### config.mk
export PLATFORM = sky130hd
export DESIGN_NAME = shift_operand_unit
export DESIGN_NICKNAME = d
export VERILOG_FILES = /design/src/rtl/shift_operand_unit.sv
export SDC_FILE = /design/constraint.sdc
export NUM_CORES = 1
export LEC_CHECK = 0
export BUFFER_PORTS_ARGS = -buffer_cell sky130_fd_sc_hd__clkbuf_2
export CAP_MARGIN = 20
export CELL_PAD_IN_SITES_DETAIL_PLACEMENT = 2
export CELL_PAD_IN_SITES_GLOBAL_PLACEMENT = 2
export CORE_MARGIN = 8
export CORE_UTILIZATION = 38
export DETAILED_ROUTE_END_ITERATION = 7
export PLACE_DENSITY_LB_ADDON = 0.25
export SETUP_SLACK_MARGIN = 0.5
export SYNTH_ARGS = -nofsm -noshare
export SYNTH_HDL_FRONTEND = slang
export SYNTH_SLANG_ARGS = --single-unit
### constraint.sdc
create_clock -name vclk -period 25.6
set_clock_uncertainty 0.05 [all_clocks]
set_input_delay 7.68 -clock vclk [all_inputs]
set_output_delay 7.68 -clock vclk [all_outputs]
set_load 0.005 [all_outputs]
### src/rtl/shift_operand_unit.sv
module shift_operand_unit #(
  parameter int DATA_W = 32
) (
  input  logic [31:0]       instr,
  input  logic [DATA_W-1:0] rm_val,
  input  logic [7:0]        rs_low,
  input  logic              c_in,
  output logic [DATA_W-1:0] operand,
  output logic              shc_out
);
  localparam int AMT_W = $clog2(DATA_W);

  typedef enum logic [1:0] {SH_LSL, SH_LSR, SH_ASR, SH_ROR} sh_kind_t;

  logic              imm_form, by_reg, sign;
  sh_kind_t          kind;
  logic [AMT_W-1:0]  rot, n;
  logic [DATA_W-1:0] imm_ext, imm_rot;
  logic [DATA_W-1:0] lsl_r, lsr_r, asr_r, ror_r;
  logic              lsl_c, right_c, big, exact;
  logic              unused_bits;

  assign unused_bits = ^{instr[31:26], instr[24:12]};

  assign imm_form = instr[25];
  assign by_reg   = instr[4];
  assign kind     = sh_kind_t'(instr[6:5]);
  assign sign     = rm_val[DATA_W-1];
  assign rot      = {instr[11:8], 1'b0};
  assign imm_ext  = {{(DATA_W-8){1'b0}}, instr[7:0]};
  assign imm_rot  = (imm_ext >> rot) | (imm_ext << (DATA_W - int'(rot)));

  assign n        = by_reg ? rs_low[AMT_W-1:0] : instr[11:7];
  assign lsl_r    = rm_val << n;
  assign lsr_r    = rm_val >> n;
  assign asr_r    = $signed(rm_val) >>> n;
  assign ror_r    = (rm_val >> n) | (rm_val << (DATA_W - int'(n)));
  assign lsl_c    = rm_val[AMT_W'(DATA_W - int'(n))];
  assign right_c  = rm_val[n - AMT_W'(1)];
  assign big      = rs_low >= 8'(DATA_W);
  assign exact    = rs_low == 8'(DATA_W);

  always_comb begin
    operand = rm_val;
    shc_out = c_in;
    if (imm_form) begin
      operand = imm_rot;
      shc_out = (rot == '0) ? c_in : imm_rot[DATA_W-1];
    end else if (!by_reg) begin
      unique case (kind)
        SH_LSL: if (n != '0) begin
          operand = lsl_r;
          shc_out = lsl_c;
        end
        SH_LSR: if (n == '0) begin
          operand = '0;
          shc_out = sign;
        end else begin
          operand = lsr_r;
          shc_out = right_c;
        end
        SH_ASR: if (n == '0) begin
          operand = {DATA_W{sign}};
          shc_out = sign;
        end else begin
          operand = asr_r;
          shc_out = right_c;
        end
        default: if (n == '0) begin
          operand = {c_in, rm_val[DATA_W-1:1]};
          shc_out = rm_val[0];
        end else begin
          operand = ror_r;
          shc_out = right_c;
        end
      endcase
    end else if (rs_low != 8'd0) begin
      unique case (kind)
        SH_LSL: if (!big) begin
          operand = lsl_r;
          shc_out = lsl_c;
        end else begin
          operand = '0;
          shc_out = exact & rm_val[0];
        end
        SH_LSR: if (!big) begin
          operand = lsr_r;
          shc_out = right_c;
        end else begin
          operand = '0;
          shc_out = exact & sign;
        end
        SH_ASR: if (!big) begin
          operand = asr_r;
          shc_out = right_c;
        end else begin
          operand = {DATA_W{sign}};
          shc_out = sign;
        end
        default: if (n == '0) begin
          operand = rm_val;
          shc_out = sign;
        end else begin
          operand = ror_r;
          shc_out = right_c;
        end
      endcase
    end
  end
endmodule

==> results of run 1 <==
-- worst max-delay path: cells and delay by family --
kind	cells	cell delay [ns]
compound gates	4	1.27
simple gates	4	0.88
fa+ha+maj	2	1.15
buf+inv	8	2.43
mux	1	0.41
-- cell type report --
cell class / count / area, sq um / share of cell area
inverters: 38 / 150 / 0.0134
multi-input cells: 1318 / 9670 / 0.865
well taps: 378 / 473 / 0.0423
repair buffers: 146 / 878 / 0.0785
diodes: 4 / 10.0 / 0.000895
-- through the flow --
step | area [sq um] | worst slack, ns | std cells | utilization | hold slack (ns)
finish | 11200 | 3.92 | 1884 | 0.406 | 15.90
global route | 11200 | 3.82 | 1880 | 0.406 | 15.93
CTS | 11100 | 4.27 | 1877 | 0.405 | 15.89
detailed placement | 11100 | 4.28 | 1877 | 0.405 | 15.89
global placement | 11100 | 4.43 | 1877 | 0.405 | 15.89
floorplan | 10600 | 5.75 | 1532 | - | 15.44
-- cells by family (layout without fill, tap and decap cells) --
group	Yosys count	count (layout)
other	0	4
muxes	249	249
AOI/OAI and AO/OA	594	594
xor gates and xnor gates	7	7
buffers and inverters	214	184
adders and majority gates	7	7
and+or+nand+nor	461	461
-- how the worst max path moves through the flow --
stage | start | to | slack, ns | cells after the start
after global placement | instr[4] | operand[19] | 4.43 | 18
after floorplan | instr[4] | operand[31] | 5.75 | 20
after global routing | instr[4] | operand[19] | 3.82 | 18
final | instr[4] | operand[24] | 3.92 | 19
after CTS | instr[4] | operand[24] | 4.27 | 17
after detailed placement | instr[4] | operand[24] | 4.28 | 17
-- routing by layer --
metal | vias up | part of all wire | wire (um) | track usage
met5 | - | 0.00027 | 23 | 0
met4 | 4 | 0.094 | 7930 | 0.336
met3 | 498 | 0.16 | 13800 | 0.237
met2 | 1641 | 0.39 | 33100 | 0.686
met1 | 7801 | 0.35 | 29700 | 0.574
li1 | 5937 | - | - | -
-- placed cells by master, fill, tap and decap left out, drive strengths merged, types with 7 or more instances in the layout --
master / netlist / layout
o211ai: 37 / 37
nor2b: 10 / 10
nor3: 31 / 31
nand2b: 14 / 14
a22oi: 21 / 21
and2: 12 / 12
mux2i: 157 / 157
a211oi: 35 / 35
ha: 7 / 7
o21a: 7 / 7
a21oi: 133 / 133
mux2: 27 / 27
o2111ai: 12 / 12
o22ai: 26 / 26
o31ai: 13 / 13
mux4: 65 / 65
nor2: 147 / 147
a221oi: 29 / 29
clkbuf: 125 / 89
o21ai: 113 / 113
nand3: 39 / 39
a311oi: 9 / 9
a32oi: 8 / 8
o221ai: 28 / 28
inv: 35 / 36
or3: 8 / 8
nand2: 176 / 176
buf: 51 / 57
a31oi: 30 / 30
==> flow_summary_export.csv, run 1 <==
group,metric,value,unit
cts,cts_setup_buffers,0,
place,gp_congestion,1.16,
synth,synth.area.mux_share,0.319,
sta,tightestPinTransition,1.31,ns
synth,synth_top_family_by_area,"compound AO/OA/AOI/OAI gates",
detailed_routing,ant_nets,0,
place,dp_hpwl,60.3,mm
hold_path,worstHoldStart,"c_in",
detailed_routing,drt_iter0_drc,2721,
die,ioPinCount,106,
setup_path,cp_cell_sequence,"clkbuf_2 > buf_4 > mux2_2 > buf_4 > inv_2 > buf_4 > ha_1 > nor2b_1 > ha_2 > buf_4 > nand2b_1 > nand2_1 > buf_4 > nand2_1 > a211oi_1 > a211oi_1 > a211oi_1 > o22ai_1 > clkbuf_2",
setup_path,required,17.87,ns
layout,fill_cells,3397,
setup_path,crit_fanout,48,
detailed_routing,drc,0,
synth,synthDistinctLibCells,89,
layout,seq_cell_count,0,
setup_path,slowest_delay,0.66,ns
synth,syn-cell-area,10600,sq um
sta,relSlewSlack,0.127,
layout,clock_buffers,0,
synth,synth-simple-area-share,0.189,
hold_path,hold_end,"shc_out",
synth,yosys-top-cells-count,"nand2_1 (175), mux2i_1 (155), nor2_1 (147), a21oi_1 (132), clkbuf_1 (123)",
die,die_area,33400,sq um
synth,postSynthCellCount,1532,
synth,synthAdderAreaFrac,0.00829,
setup_path,crit_top_cell,"buf_4",
grt,grt_pass1_wl,118,mm
die,dieWidth,183,um
synth,syn-mean-instance-area,6.90,sq um
setup_path,critPathSlowestCell,"a211oi_1",
die,chipHeight,183,um
synth,synth_xor_area_frac,0.00829,
outcome,status,"complete, no violations",
cts,cts_hold_buf,0,
sta,final_hold_viol_count,0,
setup_path,critPathArrivalTime,13.95,ns
die,fp-row-count,61,
run,drv_cap,0,
setup_path,startpoint_type,"input port",
sta,finalSetupTns,0,ns
place,place.port_buffers,87,
synth,synth_compound_area_frac,0.384,
sta,maxSlewViolCount,0,
layout,areaGrowthSynthToFinish,5.80,%
grt,grt_usage,0.487,
layout,final_nets,1584,
synth,synth_warnings,0,
sta,setup_violations,0,
hold_path,hold_path.class,"in -> out",
sta,rsz0062_at_grt,"false",
detailed_routing,firstDrtPassIters,7,
sta,fmax,46.1,MHz
setup_path,worstSetupPathType,"in -> out",
synth,synth_top_area_frac,0.147,
cts,cts.repair.resized,0,
sta,finalCritPeriodShare,0.847,
grt,grt_max_degree,75,
sta,min_period,21.68,ns
die,core,27600,sq um
synth,yosysMostFrequentCell,"nand2_1",
synth,netlist.top_cell.by_area,"mux2i_1",
detailed_routing,wl_per_cell,44.9,um
grt,gr-total-overflow,0,
synth,ys_top_cells_by_area,"mux2i_1 (15%), mux4_2 (13%), a21oi_1 (6.3%)",
synth,synth_nets,1612,
grt,antenna_found_initial,8,
hold_path,hold-path-cell-count,5,
synth,ys_seq_area_frac,0,
layout,drive_above_1_share,0.180,
detailed_routing,wl,84.6,mm
detailed_routing,dr_total_vias,15900,
die,initial_utilization,0.384,
detailed_routing,viasPerCell,8.43,
layout,regArea,0,sq um
setup_path,cp-end-kind,"output port",
grt,grt_pass1_vias,15500,
==> run 2, diff against run 1 <==
Settings changed: CORE_UTILIZATION 38 to 32.
Clock period 25.6 ns to 18.34 ns, I/O delays scaled along.
==> run 2 against run 1 <==
Net effect:
- die area up 17%
- cell area up 0.59%
- final cell count up 3.3%
- critical path depth down 4
- utilization down 6.0 points
- sequential cell count unchanged
- worst setup slack worse by 2.1 ns
- wire length up 3.2%
- count of clock-buffer cells in the layout unchanged
- worst hold slack worse by 4.3 ns
- first-iteration DRC count down 17%
- via count down 3.1%
==> flow_summary_export.csv, run 2 (same netlist as run 1, synthesis figures left out) <==
group,metric,value,unit
cts,cts_hold_buf,0,
place,dp.cells,1945,
place,placed_cell_area,11200,sq um
sta,maxSlewViolCount,0,
layout,fin_area,11200,sq um
grt,antenna_found_initial,9,
layout,final_cells,1946,
detailed_routing,wl,87.3,mm
detailed_routing,drc,0,
detailed_routing,viasPerCell,7.91,
layout,final_util,0.346,
outcome,status,"complete, no violations",
die,core,32500,sq um
setup_path,cp_top_family,"simple AND/OR/NAND/NOR gates",
layout,final_nets,1585,
setup_path,cp-end-kind,"output port",
layout,fill_cells,3974,
setup_path,slowest_delay,0.80,ns
sta,final_hold_viol_count,0,
sta,tightestPinTransition,1.44,ns
layout,seq_cell_count,0,
detailed_routing,ant_nets,0,
sta,finalSetupTns,0,ns
hold_path,hold_path.class,"in -> out",
sta,rsz0062_at_grt,"false",
detailed_routing,firstDrtPassIters,7,
sta,finalCritPeriodShare,0.900,
place,gp_congestion,1.12,
setup_path,critPathArrivalTime,10.96,ns
grt,gr-total-overflow,0,
die,ioPinCount,106,
sta,relSlewSlack,0.0386,
layout,drive_above_1_share,0.178,
setup_path,critPathBufInv,4,
die,dieWidth,198,um
cts,cts_setup_buffers,0,
run,drv_cap,0,
grt,grt_pass1_wl,121,mm
layout,areaGrowthSynthToFinish,6.43,%
sta,min_period,16.51,ns
setup_path,required,12.79,ns
sta,fmax,60.6,MHz
setup_path,cp_cell_sequence,"clkbuf_2 > mux2_4 > inv_8 > ha_1 > nor2b_1 > ha_2 > buf_4 > nand2b_1 > nand2_1 > nand2_1 > a211oi_1 > a211oi_1 > a211oi_1 > o22ai_1 > clkbuf_2",
detailed_routing,drt_iter0_drc,2250,
die,fp-row-count,66,
setup_path,startpoint_type,"input port",
layout,regArea,0,sq um
place,dp_hpwl,64.9,mm
grt,grt_usage,0.432,
die,chipHeight,198,um
die,initial_utilization,0.325,
detailed_routing,dr_total_vias,15400,
setup_path,crit_fanout,74,
detailed_routing,wl_per_cell,44.9,um
sta,setup_violations,0,
place,place.port_buffers,87,
die,die_area,39100,sq um
setup_path,worstSetupPathType,"in -> out",
setup_path,crit_top_cell,"a211oi_1",
setup_path,critPathSlowestCell,"nand2_1",
cts,cts.repair.resized,0,
layout,clock_buffers,0,
grt,grt_pass1_vias,15000,
layout,final_common_cell,"nand2_1",
grt,grt_max_degree,75,
layout,final_cell_mix,"nand2_1 (175), mux2i_1 (154), nor2_1 (142)",
[run 2: final cells by class]
type | instances | area (sq um) | share of cell area
multi-input combinational | 1318 | 9660 | 0.859
timing repair buffer | 147 | 886 | 0.0787
tap | 442 | 553 | 0.0492
inverter | 38 | 150 | 0.0133
antenna | 1 | 2.50 | 0.000222
[run 2: routing by layer]
layer	part of all wire	global-route usage	vias to the layer above
met3	0.12	0.120	352
met1	0.39	0.553	7817
li1	-	-	5930
met4	0.082	0.266	16
met5	0.0014	0	-
met2	0.41	0.633	1274
[run 2: worst paths after layout]
path | start | end | slack [ns] | depth (start not counted)
max | instr[7] | operand[24] | 1.83 | 15
min | c_in | shc_out | 11.57 | 5
[run 2: metrics by stage]
stage,hold WS (ns),setup slack [ns]
after floorplan,11.09,2.84
after global placement,11.54,2.08
after detailed placement,11.55,2.09
after CTS,11.55,2.07
after global routing,11.59,1.65
final,11.57,1.83
[run 2: tightest hold or removal path: cells and delay by family]
family          cells  cell delay (ns)
simple gates        1             0.09
compound gates      2             0.27
buf+inv             2             0.25
